File: src/rtl/wpc_pkg.sv
// Shared types for the wiper position controller.
// Assumes the three control inputs are grouped and synchronised together.
package wpc_pkg;

    // Control inputs as seen by the synchroniser and edge detector
    typedef struct packed {
        logic sel_n;
        logic step_n;
        logic dir_up;
    } ctl_t;

    localparam int   CTL_W    = $bits(ctl_t);
    // Idle levels: deselected, strobe high, direction down
    localparam ctl_t CTL_IDLE = '{sel_n: 1'b1, step_n: 1'b1, dir_up: 1'b0};

endpackage

File: src/rtl/wpc_sync.sv
// Multi-stage synchroniser for a group of asynchronous levels.
// Assumes each bit is a slow level; no bus coherency is promised.
// Resets to RESET_VAL so no false edge is seen after reset.
module wpc_sync #(
    parameter int               WIDTH     = 3,
    parameter int               STAGES    = 2,
    parameter logic [WIDTH-1:0] RESET_VAL = '0
) (
    input  logic             clk,
    input  logic             rst_n,
    input  logic [WIDTH-1:0] d_in,
    output logic [WIDTH-1:0] d_out
);

    logic [WIDTH-1:0] stage_q [STAGES];

    for (genvar g = 0; g < STAGES; g++) begin : g_stage
        if (g == 0) begin : g_first
            // First stage: capture the raw input
            always_ff @(posedge clk) begin
                if (!rst_n) stage_q[g] <= RESET_VAL;
                else        stage_q[g] <= d_in;
            end
        end else begin : g_next
            // Later stages: let metastability settle
            always_ff @(posedge clk) begin
                if (!rst_n) stage_q[g] <= RESET_VAL;
                else        stage_q[g] <= stage_q[g-1];
            end
        end
    end

    assign d_out = stage_q[STAGES-1];

endmodule

File: src/rtl/wpc_step_counter.sv
// Saturating up/down tap counter.
// Assumes step_en is a single-cycle qualified step request.
// Reset reloads the counter from the retained value (recall).
module wpc_step_counter #(
    parameter int TAP_BITS = 5
) (
    input  logic                clk,
    input  logic                rst_n,
    input  logic [TAP_BITS-1:0] recall_val,
    input  logic                step_en,
    input  logic                up,
    output logic [TAP_BITS-1:0] pos
);

    localparam logic [TAP_BITS-1:0] TOP = {TAP_BITS{1'b1}};

    logic [TAP_BITS-1:0] pos_q, pos_d;

    // Next position: one step in the requested direction, held at the ends
    always_comb begin
        pos_d = pos_q;
        if (step_en) begin
            if (up && pos_q != TOP)       pos_d = pos_q + 1'b1;
            else if (!up && pos_q != '0)  pos_d = pos_q - 1'b1;
        end
    end

    // Position register with recall on reset
    always_ff @(posedge clk) begin
        if (!rst_n) pos_q <= recall_val;
        else        pos_q <= pos_d;
    end

    assign pos = pos_q;

endmodule

File: src/rtl/wpc_nv_store.sv
// Retained shadow register with save timing and standby flag.
// The shadow register is not touched by reset: it models a cell that
// keeps its content across power cycles, starting from NV_DEFAULT.
// Assumes store_req is a single-cycle pulse.
module wpc_nv_store #(
    parameter int TAP_BITS     = 5,
    parameter int STORE_CYCLES = 64,
    parameter int NV_DEFAULT   = 16
) (
    input  logic                clk,
    input  logic                rst_n,
    input  logic                store_req,
    input  logic                selected,
    input  logic [TAP_BITS-1:0] pos,
    output logic [TAP_BITS-1:0] nv_val,
    output logic                busy,
    output logic                standby
);

    localparam int BW = $clog2(STORE_CYCLES + 1);

    logic [TAP_BITS-1:0] nv_q = TAP_BITS'(NV_DEFAULT);
    logic [BW-1:0]       busy_cnt_q;
    logic                standby_q;
    logic                save_done;

    // Shadow register: captures the position on each save request
    always_ff @(posedge clk) begin
        if (store_req) nv_q <= pos;
    end

    // Busy timer: counts down the save window
    always_ff @(posedge clk) begin
        if (!rst_n)                busy_cnt_q <= '0;
        else if (store_req)        busy_cnt_q <= BW'(STORE_CYCLES);
        else if (busy_cnt_q != '0) busy_cnt_q <= busy_cnt_q - 1'b1;
    end

    assign save_done = (busy_cnt_q == BW'(1)) && !store_req;

    // Standby: entered as a save finishes while deselected, left on select
    always_ff @(posedge clk) begin
        if (!rst_n)         standby_q <= 1'b0;
        else if (selected)  standby_q <= 1'b0;
        else if (save_done) standby_q <= 1'b1;
    end

    assign nv_val  = nv_q;
    assign busy    = (busy_cnt_q != '0);
    assign standby = standby_q;

endmodule

File: src/rtl/wpc_tap_decode.sv
// Binary to one-hot tap decoder, one comparator per tap.
// Assumes every code of pos is a valid tap.
module wpc_tap_decode #(
    parameter int TAP_BITS = 5
) (
    input  logic [TAP_BITS-1:0]      pos,
    output logic [(1<<TAP_BITS)-1:0] tap_sel
);

    for (genvar t = 0; t < (1 << TAP_BITS); t++) begin : g_tap
        assign tap_sel[t] = (pos == TAP_BITS'(t));
    end

endmodule

File: src/rtl/wiper_pos_ctrl.sv
// Top of the wiper position controller.
// Synchronises the select/strobe/direction inputs, detects edges,
// steps a saturating counter, saves it on a qualified deselect and
// decodes it to a one-hot tap select. Assumes inputs are asynchronous
// levels held for at least SYNC_STAGES+1 clock cycles.
module wiper_pos_ctrl
    import wpc_pkg::*;
#(
    parameter int TAP_BITS     = 5,
    parameter int STORE_CYCLES = 64,
    parameter int NV_DEFAULT   = 16,
    parameter int SYNC_STAGES  = 2
) (
    input  logic                      clk,
    input  logic                      rst_n,
    input  logic                      sel_n,
    input  logic                      step_n,
    input  logic                      dir_up,
    output logic [(1<<TAP_BITS)-1:0]  tap_sel,
    output logic [TAP_BITS-1:0]       tap_pos,
    output logic                      busy,
    output logic                      standby
);

    ctl_t                raw_ctl, sync_ctl, prev_ctl;
    logic [CTL_W-1:0]    sync_vec;
    logic                step_fall, sel_rise, selected;
    logic                step_en, store_req;
    logic [TAP_BITS-1:0] nv_val;

    assign raw_ctl = '{sel_n: sel_n, step_n: step_n, dir_up: dir_up};

    wpc_sync #(
        .WIDTH     (CTL_W),
        .STAGES    (SYNC_STAGES),
        .RESET_VAL (CTL_IDLE)
    ) u_sync (
        .clk   (clk),
        .rst_n (rst_n),
        .d_in  (raw_ctl),
        .d_out (sync_vec)
    );

    assign sync_ctl = ctl_t'(sync_vec);

    // Edge-detect stage: previous synchronised levels
    always_ff @(posedge clk) begin
        if (!rst_n) prev_ctl <= CTL_IDLE;
        else        prev_ctl <= sync_ctl;
    end

    assign step_fall = prev_ctl.step_n & ~sync_ctl.step_n;
    assign sel_rise  = ~prev_ctl.sel_n & sync_ctl.sel_n;
    assign selected  = ~sync_ctl.sel_n;
    assign step_en   = step_fall & selected & ~busy;
    assign store_req = sel_rise & sync_ctl.step_n;

    wpc_step_counter #(
        .TAP_BITS (TAP_BITS)
    ) u_counter (
        .clk        (clk),
        .rst_n      (rst_n),
        .recall_val (nv_val),
        .step_en    (step_en),
        .up         (sync_ctl.dir_up),
        .pos        (tap_pos)
    );

    wpc_nv_store #(
        .TAP_BITS     (TAP_BITS),
        .STORE_CYCLES (STORE_CYCLES),
        .NV_DEFAULT   (NV_DEFAULT)
    ) u_store (
        .clk       (clk),
        .rst_n     (rst_n),
        .store_req (store_req),
        .selected  (selected),
        .pos       (tap_pos),
        .nv_val    (nv_val),
        .busy      (busy),
        .standby   (standby)
    );

    wpc_tap_decode #(
        .TAP_BITS (TAP_BITS)
    ) u_decode (
        .pos     (tap_pos),
        .tap_sel (tap_sel)
    );

endmodule

File: config.mk
export PLATFORM = sky130hd
export DESIGN_NAME = wiper_pos_ctrl
export DESIGN_NICKNAME = d
export VERILOG_FILES = /design/src/rtl/wpc_pkg.sv /design/src/rtl/wpc_sync.sv /design/src/rtl/wpc_step_counter.sv /design/src/rtl/wpc_nv_store.sv /design/src/rtl/wpc_tap_decode.sv /design/src/rtl/wiper_pos_ctrl.sv
export SDC_FILE = /design/constraint.sdc
export NUM_CORES = 1
export LEC_CHECK = 0
export BUFFER_PORTS_ARGS = -buffer_cell sky130_fd_sc_hd__buf_2
export CORE_AREA = 2 2 63 50
export CTS_BUF_LIST = sky130_fd_sc_hd__clkbuf_4 sky130_fd_sc_hd__clkbuf_8 sky130_fd_sc_hd__clkbuf_16
export DETAILED_ROUTE_END_ITERATION = 7
export DIE_AREA = 0 0 65 52
export HOLD_SLACK_MARGIN = 0.15
export PLACE_DENSITY = 0.87
export SETUP_SLACK_MARGIN = 0.4
export SYNTH_ARGS = -nofsm -noshare
export SYNTH_HDL_FRONTEND = slang
export SYNTH_SLANG_ARGS = --single-unit
File: constraint.sdc
create_clock -name clk -period 6.7 [get_ports clk]
set_input_delay 0 -clock clk [delete_from_list [all_inputs] [get_ports clk]]
set_output_delay 0 -clock clk [all_outputs]
set_load 0.05 [all_outputs]
==> key figures, run 1 <==
Critical path
  • Worst EP arrival: between 2 and 3 ns
  • Family with the most delay on the worst path: compound AO/OA/AOI/OAI gates
  • Worst setup startpoint: u_counter.pos[0]$_DFFE_PP_
  • CP Class: register to register
  • CP peak stage delay: 0.91 ns
  • Worst path buffer plus inverter count: 0
  • CP Max Fanout: 7
  • Crit. End Element: register
  • CP dominant cell by count: ha_1
  • Startpoint class of the critical path: register
  • Worst r2r src: u_counter.pos[0]$_DFFE_PP_
  • Req. time, crit path: 6.59 ns
  • CP cell instances: ha_1 -> and3_1 -> ha_1 -> and2_1 -> o41ai_1
  • Worst path slowest cell: o41ai_1

Timing
  • Final Hold Viols: 0
  • Max Slew Vio Count: 0
  • Worst hold slack: approximately 0.4 ns
  • Least-Margin Pin Slew: between 1 and 1.5 ns
  • Final Skew: 0.0158 ns
  • Worst slew margin: between 20 and 30%
  • Achievable Freq: 373 MHz
  • Fin crit share: between 40 and 50%
  • # setup viols final: 0
  • Fin crit period: about 2.7 ns
  • Unrepaired setup endpoints after global routing: false
  • Setup TNS: 0 ns

Synth
  • Number of synthesized flops with an enable pin: 10
  • Library cells used by synthesis: 39
  • Ys flop type: dfxtp_1
  • XOR/XNOR Fraction of Synth Area: ~3.0%
  • Post-synthesis compound-gate area fraction: about 7.6%
  • Area share of fa/ha/maj cells after synthesis: roughly 8%
  • Post-synthesis simple-gate area fraction: about a third
  • Seq cells post-synth: 26
  • Largest family of logic cells by synthesized area: simple AND/OR/NAND/NOR gates
  • Syn avg cell area: roughly 8.7 µm²
  • Post-synthesis sequential area ratio: 43.1%
  • Syn Std Cell Area: roughly 0.0014 mm²
  • Synth warnings: 0
  • Multiplexer share of the synthesized area: 2.26%
  • FFs w/ async S/R, synth: 0%
  • Cell count after synthesis: approximately 170
  • Syn nets: about 180

Final layout
  • Register area: around 620 µm²
  • Synth-to-Final Area Change: 23.6%
  • Leading cell types in the layout, fill and taps excluded: buf_2 (43), nor2_1 (35), dfxtp_1 (16)
  • Core Util, Final: between 60% and 70%
  • Commonest non-fill, non-tap cell in the layout: buf_2
  • Number of diodes: 0
  • Share of post-route cells with drive strength above 1: ~25%
  • Fin nets: 225
  • Fillers: about 250
  • Multi-input logic area: about 750 µm²

Routing
  • Detail Route Antenna Nets: 0
  • DR iter-0 viols: 53
  • Met3 WL: 177 µm
  • Max Used Layer: met4
  • Vias after detailed routing: 1308
  • TritonRoute pass-1 iters: 4
  • DR WL met2: roughly 1.5 mm
  • Routed WL per cell: ~13 µm
  • Wirelength, routed: 3.34 mm
  • Met1 Wirelength: 1.59 mm
  • DRC viols: 0
  • Via density per instance: 5.27

Clock tree
  • Post_cts resized: 0
  • CTS H-tree depth: 1
  • Clk buf depth: 2
  • CTS Sinks: 26
  • Clock slew at reported path FFs: around 0.070 ns
  • CTS Buf Count: 3
  • Root buffer cell: clkbuf_8
  • CTS tree: built
  • Worst-Skew Late Latency: 0.28 ns

Floorplan
  • Core footprint: approximately 0.0028 mm²
  • I/O pins: 44
  • Die X-Extent: about 65 µm
  • Starting Density: 51.7%
  • Row count: 17
  • Die Y: roughly 52 µm
  • Area of the die: 0.00338 mm²

Global routing
  • First-pass GRT wire length: between 5 and 6 mm
  • Vias in the first global route: roughly 1100
  • Gr usage total: a little over a fifth
  • Initial antenna violation count: 0
  • Largest net degree at the start of global routing: 27
  • GR Overflow Total: 0

Place
  • Routability congestion estimate: between 0.8 and 0.9
  • Dpl hpwl: 2.50 mm
  • Port Buffers: 43

Hold path
  • Hold Crit Class: register to register
  • HP Start: u_sync.stage_q[0][2]$_SDFF_PN1_

Job
  • Max_cap viols: 0

Power
  • Power density cells: 310 mW/mm²
  • Pwr Total: approximately 550 µW
  • VDD IR max: ~0.25 mV
  • P_leak: roughly 0.0008 µW

Outcome
  • Status: finished, final reports clean
## registers in the layout (all words and copies together), names as in the netlist
signal,flops
prev_ctl,2
u_counter.pos,5
u_store.busy_cnt_q,7
u_store.nv_val,5
u_store.standby,1
u_sync.stage_q,6
## report_power, final
| part | internal [µW] | leakage (µW) | total, µW | switching, µW |
|---|---|---|---|---|
| Combinational | 88.8 | 0.000568 | 235 | 146 |
| Sequential | 192 | 0.000227 | 224 | 32.0 |
| Clock | 46.7 | 0.0000262 | 94.3 | 47.6 |
| Total | 327 | 0.000821 | 553 | 226 |
## final cells by class
type | count | share of cell area [%]
Sequential cell | 26 | 34.8
Tap cell | 38 | 2.67
Multi-Input combinational cell | 121 | 42.2
Inverter | 10 | 2.11
Clock buffer | 4 | 2.74
Timing Repair Buffer | 49 | 15.4
## stage by stage
step | instance area (µm²) | setup WS, ns | instances
after CTS | 1780 | 4.00 | 248
after global routing | 1780 | 3.83 | 248
after global placement | 1670 | 4.15 | 238
after detailed placement | 1670 | 4.00 | 238
after floorplan | 1440 | 3.80 | 165
final | 1780 | 4.02 | 248
## repair_timing
action,in CTS,in global routing
endpoints found under the hold margin,8,0
hold buffers,6,0
setup endpoints to repair,0,0
buffers inserted,0,0
## final timing paths
kind | end | slack, ns | depth (start not counted)
max | u_counter.pos[0]$_DFFE_PP_ | 4.02 | 5
min | u_sync.stage_q[1][2]$_SDFF_PN1_ | 0.41 | 1
max reg2reg | u_counter.pos[0]$_DFFE_PP_ | 4.02 | 5
min reg2reg | u_sync.stage_q[1][2]$_SDFF_PN1_ | 0.41 | 1
## synthesized netlist by cell type (2+ instances only)
master / n / share of area, %
nor2_1: 35 / 9.1
dfxtp_1: 16 / 22
nand2_1: 13 / 3.4
nand2b_1: 12 / 5.2
edfxtp_1: 10 / 21
inv_1: 10 / 2.6
ha_1: 9 / 7.8
clkbuf_1: 7 / 1.8
nor3_1: 7 / 2.4
xnor2_1: 5 / 3.0
a21oi_1: 3 / 1.0
and2_1: 3 / 1.3
nor3b_1: 3 / 1.6
mux2_2: 2 / 1.6
nand3_1: 2 / 0.69
nand3b_1: 2 / 1.0
nor2b_1: 2 / 0.87
nor4bb_1: 2 / 1.4
o2111ai_1: 2 / 1.2
## metal layers
metal / GRT usage (%) / vias to the layer above
li1: - / 647
met1: 30.4 / 621
met2: 33.2 / 35
met3: 5.19 / 5
met4: 4.96 / 0
met5: 0 / -
## kinds of logic after synthesis
kind of cell / Yosys count
DFF: 26
adders and majority gates: 9
AOI/OAI and AO/OA: 15
and+or+nand+nor: 89
xor gates and xnor gates: 5
muxes: 3
buffers and inverters: 18
Power figures use the tool's default switching activity.
==> run 2: changes to the inputs <==
Settings changed: CORE_AREA 2 2 63 50 to 2 2 65 52, DIE_AREA 0 0 65 52 to 0 0 67 54, PLACE_DENSITY 0.87 to 0.82.
Clock period 6.7 ns to 2.7 ns, I/O delays scaled along.
==> key figures, run 2 (synthesis gave the netlist of run 1 again) <==
Outcome
  • Status: finished, final reports clean

Final layout
  • Fin nets: 225
  • Core Util, Final: 60.3%
  • Leading cell types in the layout, fill and taps excluded: buf_2 (43), nor2_1 (35), dfxtp_1 (16)
  • Number of diodes: 0
  • Register with the most flip-flops: u_store.busy_cnt_q
  • Synth-to-Final Area Change: 28.2%
  • Max reg flops: 7
  • Share of post-route cells with drive strength above 1: 27.1%
  • Commonest non-fill, non-tap cell in the layout: buf_2
  • Top Registers: u_store.busy_cnt_q x7, u_sync.stage_q x6

Timing
  • Fin crit share: between 70% and 80%
  • # setup viols final: 0
  • Max Slew Vio Count: 0
  • Achievable Freq: 470 MHz
  • Fin crit period: between 2 and 2.5 ns
  • Final Skew: 0.00445 ns
  • Final Hold Viols: 0
  • Least-Margin Pin Slew: ~0.47 ns
  • Unrepaired setup endpoints after global routing: false
  • Worst slew margin: between 60 and 70%
  • Setup TNS: 0 ns

Global routing
  • Vias in the first global route: approximately 1100
  • Gr usage total: 19.1%
  • First-pass GRT wire length: 5.17 mm
  • GR Overflow Total: 0
  • Initial antenna violation count: 0
  • Largest net degree at the start of global routing: 27

Critical path
  • Reg2reg setup slack: between 0.5 and 0.6 ns
  • Startpoint class of the critical path: register
  • Worst path buffer plus inverter count: 0
  • CP cell instances: ha_2 -> and3_4 -> ha_4 -> and2_4 -> o41ai_4
  • Family with the most delay on the worst path: flip-flops
  • Worst path slowest cell: edfxtp_1
  • Req. time, crit path: between 2 and 3 ns
  • Worst r2r src: u_counter.pos[0]$_DFFE_PP_
  • CP Class: register to register
  • CP peak stage delay: between 0.5 and 0.6 ns
  • Worst R2R Path Depth: 5
  • CP Max Fanout: 7
  • Worst EP arrival: slightly above 2 ns
  • Crit. End Element: register
  • Worst reg2reg endpoint: u_counter.pos[0]$_DFFE_PP_

Clock tree
  • Post_cts resized: 0
  • Clk buf depth: 2
  • CTS Sinks: 26
  • Setup Buffers After CTS: 0
  • CTS Buf Count: 3
  • Root buffer cell: clkbuf_8
  • CTS tree: built
  • Worst-Skew Late Latency: 0.27 ns
  • Clock slew at reported path FFs: approximately 0.090 ns
  • CTS H-tree depth: 1

Power
  • Power density cells: 786 mW/mm²
  • VDD IR max: about 0.42 mV
  • P_leak: 0.000831 µW

Routing
  • Wirelength, routed: 3.16 mm
  • Vias after detailed routing: between 1000 and 1500
  • Detail Route Antenna Nets: 0
  • TritonRoute pass-1 iters: 4
  • Via density per instance: approximately 5
  • DRC viols: 0
  • Routed WL per cell: ~13 µm
  • DR iter-0 viols: 60

Hold path
  • Hold Path End: u_sync.stage_q[1][2]$_SDFF_PN1_
  • HP Start: u_sync.stage_q[0][2]$_SDFF_PN1_
  • Hold Crit Class: register to register
  • Hold Path Depth: 1

Floorplan
  • Die X-Extent: 67 µm
  • Area of the die: roughly 0.0036 mm²
  • Die Y: around 54 µm
  • Starting Density: a little under half
  • Core footprint: about 0.0031 mm²
  • I/O pins: 44
  • Row count: 18

Place
  • Port Buffers: 43
  • Routability congestion estimate: 0.777
  • Dpl hpwl: ~2.4 mm

Job
  • Max_cap viols: 0
run 2: cell count changes in the layout (fill, tap and decap cells not counted), sizes merged:
cell / previous run / this run
bufinv: 0 / 1
clkbuf: 4 / 3
run 2: stage by stage:
stage          total power [µW]  worst slack [ns]  cells  hold WS [ns]  cell area, µm²
2_1_floorplan              1020             0.398    165         0.101            1480
3_3_place_gp               1120             0.655    240         0.181            1720
3_5_place_dp               1130             0.586    240         0.191            1720
6_report                   1450             0.572    250         0.419            1850
5_1_grt                    1560             0.461    250         0.430            1850
4_1_cts                    1460             0.570    250         0.423            1850
run 2: repair_timing:
action / CTS / global route
hold buffers: 6 / 0
endpoints found under the setup margin: 0 / 0
endpoints found under the hold margin: 7 / 0
run 2: routing by layer:
metal,part of all wire (%),vias up,GRT usage [%]
met1,47,599,27.0
met2,46,34,28.5
li1,-,648,-
met3,6.6,2,6.28
met5,0,-,0
met4,0.28,0,3.40
run 2: final cells by class:
cell class                      instances  area, µm²
Fill cell                             283       1210
Multi-Input combinational cell        121        793
Sequential cell                        26        621
Timing Repair Buffer                   49        275
Tap cell                               40       50.0
Clock buffer                            3       41.3
Inverter                               10       37.5
Clock inverter                          1       30.0
run 2: power breakdown:
| group | switching (µW) | total [µW] | internal, µW |
|---|---|---|---|
| clock | 121 | 320 | 198 |
| combinational | 355 | 578 | 223 |
| sequential | 79.0 | 555 | 475 |
| total | 556 | 1450 | 897 |
run 2: worst max path at each step:
stage	slack (ns)	cells after the start	startpoint	end
after floorplan	0.40	5	u_counter.pos[0]$_DFFE_PP_	u_counter.pos[0]$_DFFE_PP_
after global placement	0.66	5	u_counter.pos[0]$_DFFE_PP_	u_counter.pos[1]$_DFFE_PP_
after detailed placement	0.59	5	u_counter.pos[0]$_DFFE_PP_	u_counter.pos[1]$_DFFE_PP_
after CTS	0.57	5	u_counter.pos[0]$_DFFE_PP_	u_counter.pos[2]$_DFFE_PP_
after global routing	0.46	5	u_counter.pos[0]$_DFFE_PP_	u_counter.pos[4]$_DFFE_PP_
final	0.57	5	u_counter.pos[0]$_DFFE_PP_	u_counter.pos[0]$_DFFE_PP_
